===== src/rtl/bank_sel_pkg.sv =====
package bank_sel_pkg;

  // Observed level of the write strobe on the previous clock.
  typedef enum logic {
    STB_HIGH = 1'b1,
    STB_LOW  = 1'b0
  } stb_state_t;

  localparam int unsigned SYNC_STAGES = 2;

endpackage


===== src/rtl/bsel_rst_sync.sv =====
module bsel_rst_sync
  import bank_sel_pkg::*;
(
  input  logic clk,
  input  logic rst_n,
  output logic rst_n_sync
);

  logic [SYNC_STAGES-1:0] chain_q;
  logic [SYNC_STAGES-1:0] chain_d;

  always_comb begin
    chain_d = {chain_q[SYNC_STAGES-2:0], 1'b1};
  end

  always_ff @(posedge clk or negedge rst_n) begin
    if (!rst_n) chain_q <= '0;
    else        chain_q <= chain_d;
  end

  assign rst_n_sync = chain_q[SYNC_STAGES-1];

endmodule


===== src/rtl/bsel_strobe_edge.sv =====
module bsel_strobe_edge
  import bank_sel_pkg::*;
(
  input  logic clk,
  input  logic rst_n,
  input  logic wr_n,
  output logic rise
);

  stb_state_t st_q;
  stb_state_t st_d;

  always_comb begin
    st_d = wr_n ? STB_HIGH : STB_LOW;
  end

  always_ff @(posedge clk or negedge rst_n) begin
    if (!rst_n) st_q <= STB_HIGH;
    else        st_q <= st_d;
  end

  // Strobe seen low last clock and high now: the write is completing.
  assign rise = (st_q == STB_LOW) && wr_n;

endmodule


===== src/rtl/bsel_page_reg.sv =====
module bsel_page_reg #(
  parameter int unsigned PAGE_W = 3
) (
  input  logic              clk,
  input  logic              rst_n,
  input  logic              wr_done,
  input  logic              unlock_n,
  input  logic [PAGE_W-1:0] data,
  output logic [PAGE_W-1:0] page
);

  logic              load_en;
  logic [PAGE_W-1:0] page_q;
  logic [PAGE_W-1:0] page_d;

  always_comb begin
    load_en = wr_done && !unlock_n;
    page_d  = data;
  end

  always_ff @(posedge clk or negedge rst_n) begin
    if (!rst_n)       page_q <= '0;
    else if (load_en) page_q <= page_d;
  end

  assign page = page_q;

endmodule


===== src/rtl/bsel_bank_dec.sv =====
module bsel_bank_dec #(
  parameter int unsigned PAGE_W = 3,
  localparam int unsigned NUM_BANKS = 1 << PAGE_W
) (
  input  logic [PAGE_W-1:0]    page,
  input  logic                 acc_n,
  output logic [NUM_BANKS-1:0] cs_n
);

  for (genvar b = 0; b < NUM_BANKS; b++) begin : g_bank
    assign cs_n[b] = !(!acc_n && (page == PAGE_W'(b)));
  end

endmodule


===== src/rtl/bank_page_sel.sv =====
module bank_page_sel #(
  parameter int unsigned PAGE_W     = 3,
  parameter bit          INHIBIT_EN = 1'b1,
  localparam int unsigned NUM_BANKS = 1 << PAGE_W
) (
  input  logic                 clk,
  input  logic                 rst_n,
  input  logic                 unlock_n_i,
  input  logic                 wr_n_i,
  input  logic [PAGE_W-1:0]    data_i,
  input  logic                 acc_n_i,
  output logic [NUM_BANKS-1:0] cs_n_o,
  output logic [PAGE_W-1:0]    page_o,
  output logic                 ext_wr_n_o
);

  logic rst_sync_n;
  logic wr_done;

  bsel_rst_sync u_rst (
    .clk        (clk),
    .rst_n      (rst_n),
    .rst_n_sync (rst_sync_n)
  );

  bsel_strobe_edge u_edge (
    .clk   (clk),
    .rst_n (rst_sync_n),
    .wr_n  (wr_n_i),
    .rise  (wr_done)
  );

  bsel_page_reg #(.PAGE_W(PAGE_W)) u_page (
    .clk      (clk),
    .rst_n    (rst_sync_n),
    .wr_done  (wr_done),
    .unlock_n (unlock_n_i),
    .data     (data_i),
    .page     (page_o)
  );

  bsel_bank_dec #(.PAGE_W(PAGE_W)) u_dec (
    .page  (page_o),
    .acc_n (acc_n_i),
    .cs_n  (cs_n_o)
  );

  if (INHIBIT_EN) begin : g_inhibit
    assign ext_wr_n_o = wr_n_i || !unlock_n_i;
  end else begin : g_pass
    assign ext_wr_n_o = wr_n_i;
  end

endmodule


===== config.mk =====
export PLATFORM = sky130hd
export DESIGN_NAME = bank_page_sel
export DESIGN_NICKNAME = d
export VERILOG_FILES = /design/src/rtl/bank_sel_pkg.sv /design/src/rtl/bsel_rst_sync.sv /design/src/rtl/bsel_strobe_edge.sv /design/src/rtl/bsel_page_reg.sv /design/src/rtl/bsel_bank_dec.sv /design/src/rtl/bank_page_sel.sv
export SDC_FILE = /design/constraint.sdc
export NUM_CORES = 1
export LEC_CHECK = 0
export BUFFER_PORTS_ARGS = -buffer_cell sky130_fd_sc_hd__buf_2
export CORE_AREA = 2 2 39 41
export CTS_BUF_LIST = sky130_fd_sc_hd__clkbuf_8
export DETAILED_ROUTE_END_ITERATION = 12
export DIE_AREA = 0 0 41 43
export PLACE_DENSITY = 0.56
export SYNTH_ARGS = -nofsm -noshare
export SYNTH_HDL_FRONTEND = slang
export SYNTH_HIERARCHICAL = 1
export SYNTH_SLANG_ARGS = --single-unit

===== constraint.sdc =====
create_clock -name clk -period 0.9 [get_ports clk]
set_input_delay 0.045 -clock clk [delete_from_list [all_inputs] [get_ports clk]]
set_output_delay 0.045 -clock clk [all_outputs]
set_load 0.01 [all_outputs]

==> summary by stage <==
Yosys
The synthesized netlist occupies a cell area of 314 um2. The count of distinct cell types in the synthesized netlist is 10. The biggest area consumer among synthesized cells is sky130_fd_sc_hd__dfrtp_1.

The synthesized area divided by synthesized cell count is around 15 um2. The number of cells produced by synthesis is 21. The area fraction of the dominant cell type after synthesis is roughly two fifths. In the post-synthesis netlist, the biggest area contributors are sky130_fd_sc_hd__dfrtp_1 40%, sky130_fd_sc_hd__mux2_4 14%, sky130_fd_sc_hd__nand4bb_1 11%. The synthesized netlist net count is 29. The count of synthesis-stage warnings from yosys is 6.

The flop and latch count out of synthesis is 6. The share of synthesized area occupied by flip-flops and latches is around half.

STA
Across all setup checks in the final design, the least slack found is -0.462 ns. After routing, the total negative slack on setup checks comes to -4.06 ns. The total count of max-transition violations in the final report is 0.

The final count of hold timing violations is 0. Derived from the worst setup path, the maximum achievable clock frequency is 734 MHz. Setup repair after global routing could not meet its margin everywhere. The clock skew after layout is roughly 0.0045 ns. The final setup violation count is 14.

The post-layout minimum cycle time is about 1.4 ns. The final worst-path cycle share is 151%.

Power and ir drop
The maximum vdd drop is between 1 and 1.5 mV. Dividing total power by cell area gives a power density of approximately 1900 nW/um2. Net switching is ~25% of the power. Summed over all nets, the switching power comes to 0.000302 W.

The relative contribution of the clock network to total power is roughly a third. Of the total power, combinational logic draws 37.1%. The internal power summed over all cells is 0.000912 W. The power share of the sequential group is 29.4%. For this design the static power due to leakage is between 0.3 and 0.4 nW.

Layout
The count of fill cells added during filler insertion is 127. The share of layout cells above drive strength 1 is 82.5%. The number of nets in the layout is 66. The library cell used most frequently in the layout, excluding fill and tap cells, is sky130_fd_sc_hd__buf_2. The synthesis-to-finish area growth is 107%.

In the layout the commonest cells are 13 x sky130_fd_sc_hd__buf_2, 11 x sky130_fd_sc_hd__buf_6, 7 x sky130_fd_sc_hd__buf_4. The antenna diode instance count is 0.

Route
The number of vias in the routed layout is 317. In this run the remaining antenna-violating nets after routing total 0. Before antenna repair, the detailed router went through 2 iterations. After detailed routing, the number of vias per cell comes to 4.34.

The routed wire length is 759 um. Dividing the detail-routed wire length by the instance count gives ~10 um. After the first detailed-routing iteration, the DRC count stood at 2. The count of unresolved DRC violations after routing is 0.

Die
The die covers ~1800 um2. The starting utilization of the core area is a little under a quarter. Row generation in the floorplan step produced 14 rows. The vertical die dimension is between 40 and 50 um. The die is a little over 40 um wide. The floorplan core area is approximately 1400 um2.

Pin placement for this block handled 20 I/O pins.

Worst hold path
In this run the worst hold path is classified as primary input to flip-flop.

Global routing
The global-route congestion overflow total is 0. The first global-routing pass estimated between 1 and 1.5 mm of wire. The number of global-route vias before repair is between 200 and 300. The total global routing track utilization is approximately a tenth. The initial antenna violation count is 0. The largest net degree at the start of global routing is 9.

Setup path
STA puts the critical path data required time at between 0.8 and 0.9 ns. The worst setup path is launched from a flip-flop. Along the worst path, the maximum fanout reaches 6. The worst setup path is of the flip-flop to output port kind. The worst setup path is captured at an output port. Data arrives at the worst endpoint at 1.32 ns.

Placed design
During placement, the flow inserted port buffers numbering 19. The placement-stage worst setup slack is -0.250 ns. Routability-driven placement finished with a final weighted congestion of about 0.64. The total half-perimeter wirelength after legalization and detailed placement is approximately 520 um.

Status
The final reports fail on setup timing. The run finished, with violations left.

Clock tree
The number of buffers between clock root and the deepest sink is 2. Clock tree synthesis inserted a total of 3 buffers. The clock transition at the register clock pins on the worst setup and hold paths after CTS is about 0.04 ns. TritonCTS built the clock tree. The latest clock arrival within the worst-skew pair is approximately 0.22 ns. In this run the clock root is driven by a sky130_fd_sc_hd__clkbuf_8.

Counting every sink on the clock net gives 6. In this run the number of H-tree levels came out at 1.

Run
The tool flagged a number of max-cap violations equal to 0.
-- through the flow --
step           hold WS [ns]  instance area (um2)  power [W]  util, %  cells
6_report             0.0476                  649    0.00121     46.9     73
5_1_grt              0.0510                  649    0.00131     46.9     73
4_1_cts              0.0419                  622    0.00118     44.9     71
3_5_place_dp         -0.168                  497   0.000659     35.9     63
3_3_place_gp         -0.168                  497   0.000658     35.9     63
2_1_floorplan        -0.251                  329   0.000488        -     21
-- repair_timing --
action                                 CTS  global route
setup endpoints to repair               13            14
resized for setup                       10             5
setup buffers                            4             3
hold buffers                             1             0
endpoints found under the hold margin    2             0
pin swaps                                4             4
-- metal layers --
layer | part of all wire, % | GRT usage [%] | vias up
li1 | - | - | 155
met1 | 35 | 8.52 | 143
met2 | 55 | 18.8 | 19
met3 | 9.9 | 6.28 | 0
met4 | 0 | 4.00 | 0
met5 | 0 | 0 | -
-- area by class of cell --
cell class / count / area (um2) / area share (%)
repair buffers: 32 / 251 / 38.7
flip-flops and latches: 6 / 155 / 23.9
multi-input cells: 15 / 178 / 27.4
well taps: 16 / 20.0 / 3.08
clock inverters: 1 / 3.75 / 0.578
clock buffers: 3 / 41.3 / 6.36
-- cells in the mapped netlist --
master	number
sky130_fd_sc_hd__conb_1	1
sky130_fd_sc_hd__dfrtp_1	5
sky130_fd_sc_hd__dfstp_2	1
sky130_fd_sc_hd__mux2_4	3
sky130_fd_sc_hd__nand2b_1	1
sky130_fd_sc_hd__nand4b_1	1
sky130_fd_sc_hd__nand4bb_1	3
sky130_fd_sc_hd__nor2b_4	2
sky130_fd_sc_hd__or4_1	1
sky130_fd_sc_hd__or4b_1	3
-- worst paths after layout --
| path | startpoint | end | slack (ns) | cells after the start |
|---|---|---|---|---|
| max | u_page/page[2] | cs_n_o[2] | -0.46 | 2 |
| min | wr_n_i | u_edge/st_q | 0.05 | 2 |
| max reg2reg | u_page/page[1] | u_page/page[1] | -0.26 | 4 |
| min reg2reg | u_rst/chain_q[1] | u_page/page[1] | 0.06 | 0 |
| max in group asynchronous | u_rst/chain_q[1] | u_edge/st_q | 0.61 | 0 |
| min in group asynchronous | u_rst/chain_q[1] | u_page/page[1] | 0.06 | 0 |
-- worst max-delay path, cell delays in order (launching register included) --
cell and delay (ns):
sky130_fd_sc_hd__dfrtp_2 0.43, sky130_fd_sc_hd__or4b_4 0.53, sky130_fd_sc_hd__buf_6 0.14
-- kinds of logic (layout without fill, tap and decap cells) --
group,count (synthesis),count (layout),share of synthesized area [%]
muxes,3,3,14.3
and+or+nand+nor,11,11,36.3
buffers and inverters,0,36,0
other,1,1,1.19
DFF,6,6,48.2
-- power groups by stage --
stage                     Clock [W]  Sequential (W)  Combinational (W)
final                      0.000407        0.000357           0.000450
after global routing       0.000454        0.000365           0.000486
after CTS                  0.000426        0.000354           0.000403
after global placement            0        0.000353           0.000305
after floorplan                   0        0.000374           0.000114
after detailed placement          0        0.000354           0.000305
-- registers in the layout, indices dropped and copies added, names as in the netlist --
name and cells:
u_page/page 3, u_edge/st_q 1, u_rst/chain_q 2
No activity file was read; power rests on OpenSTA's default activity.
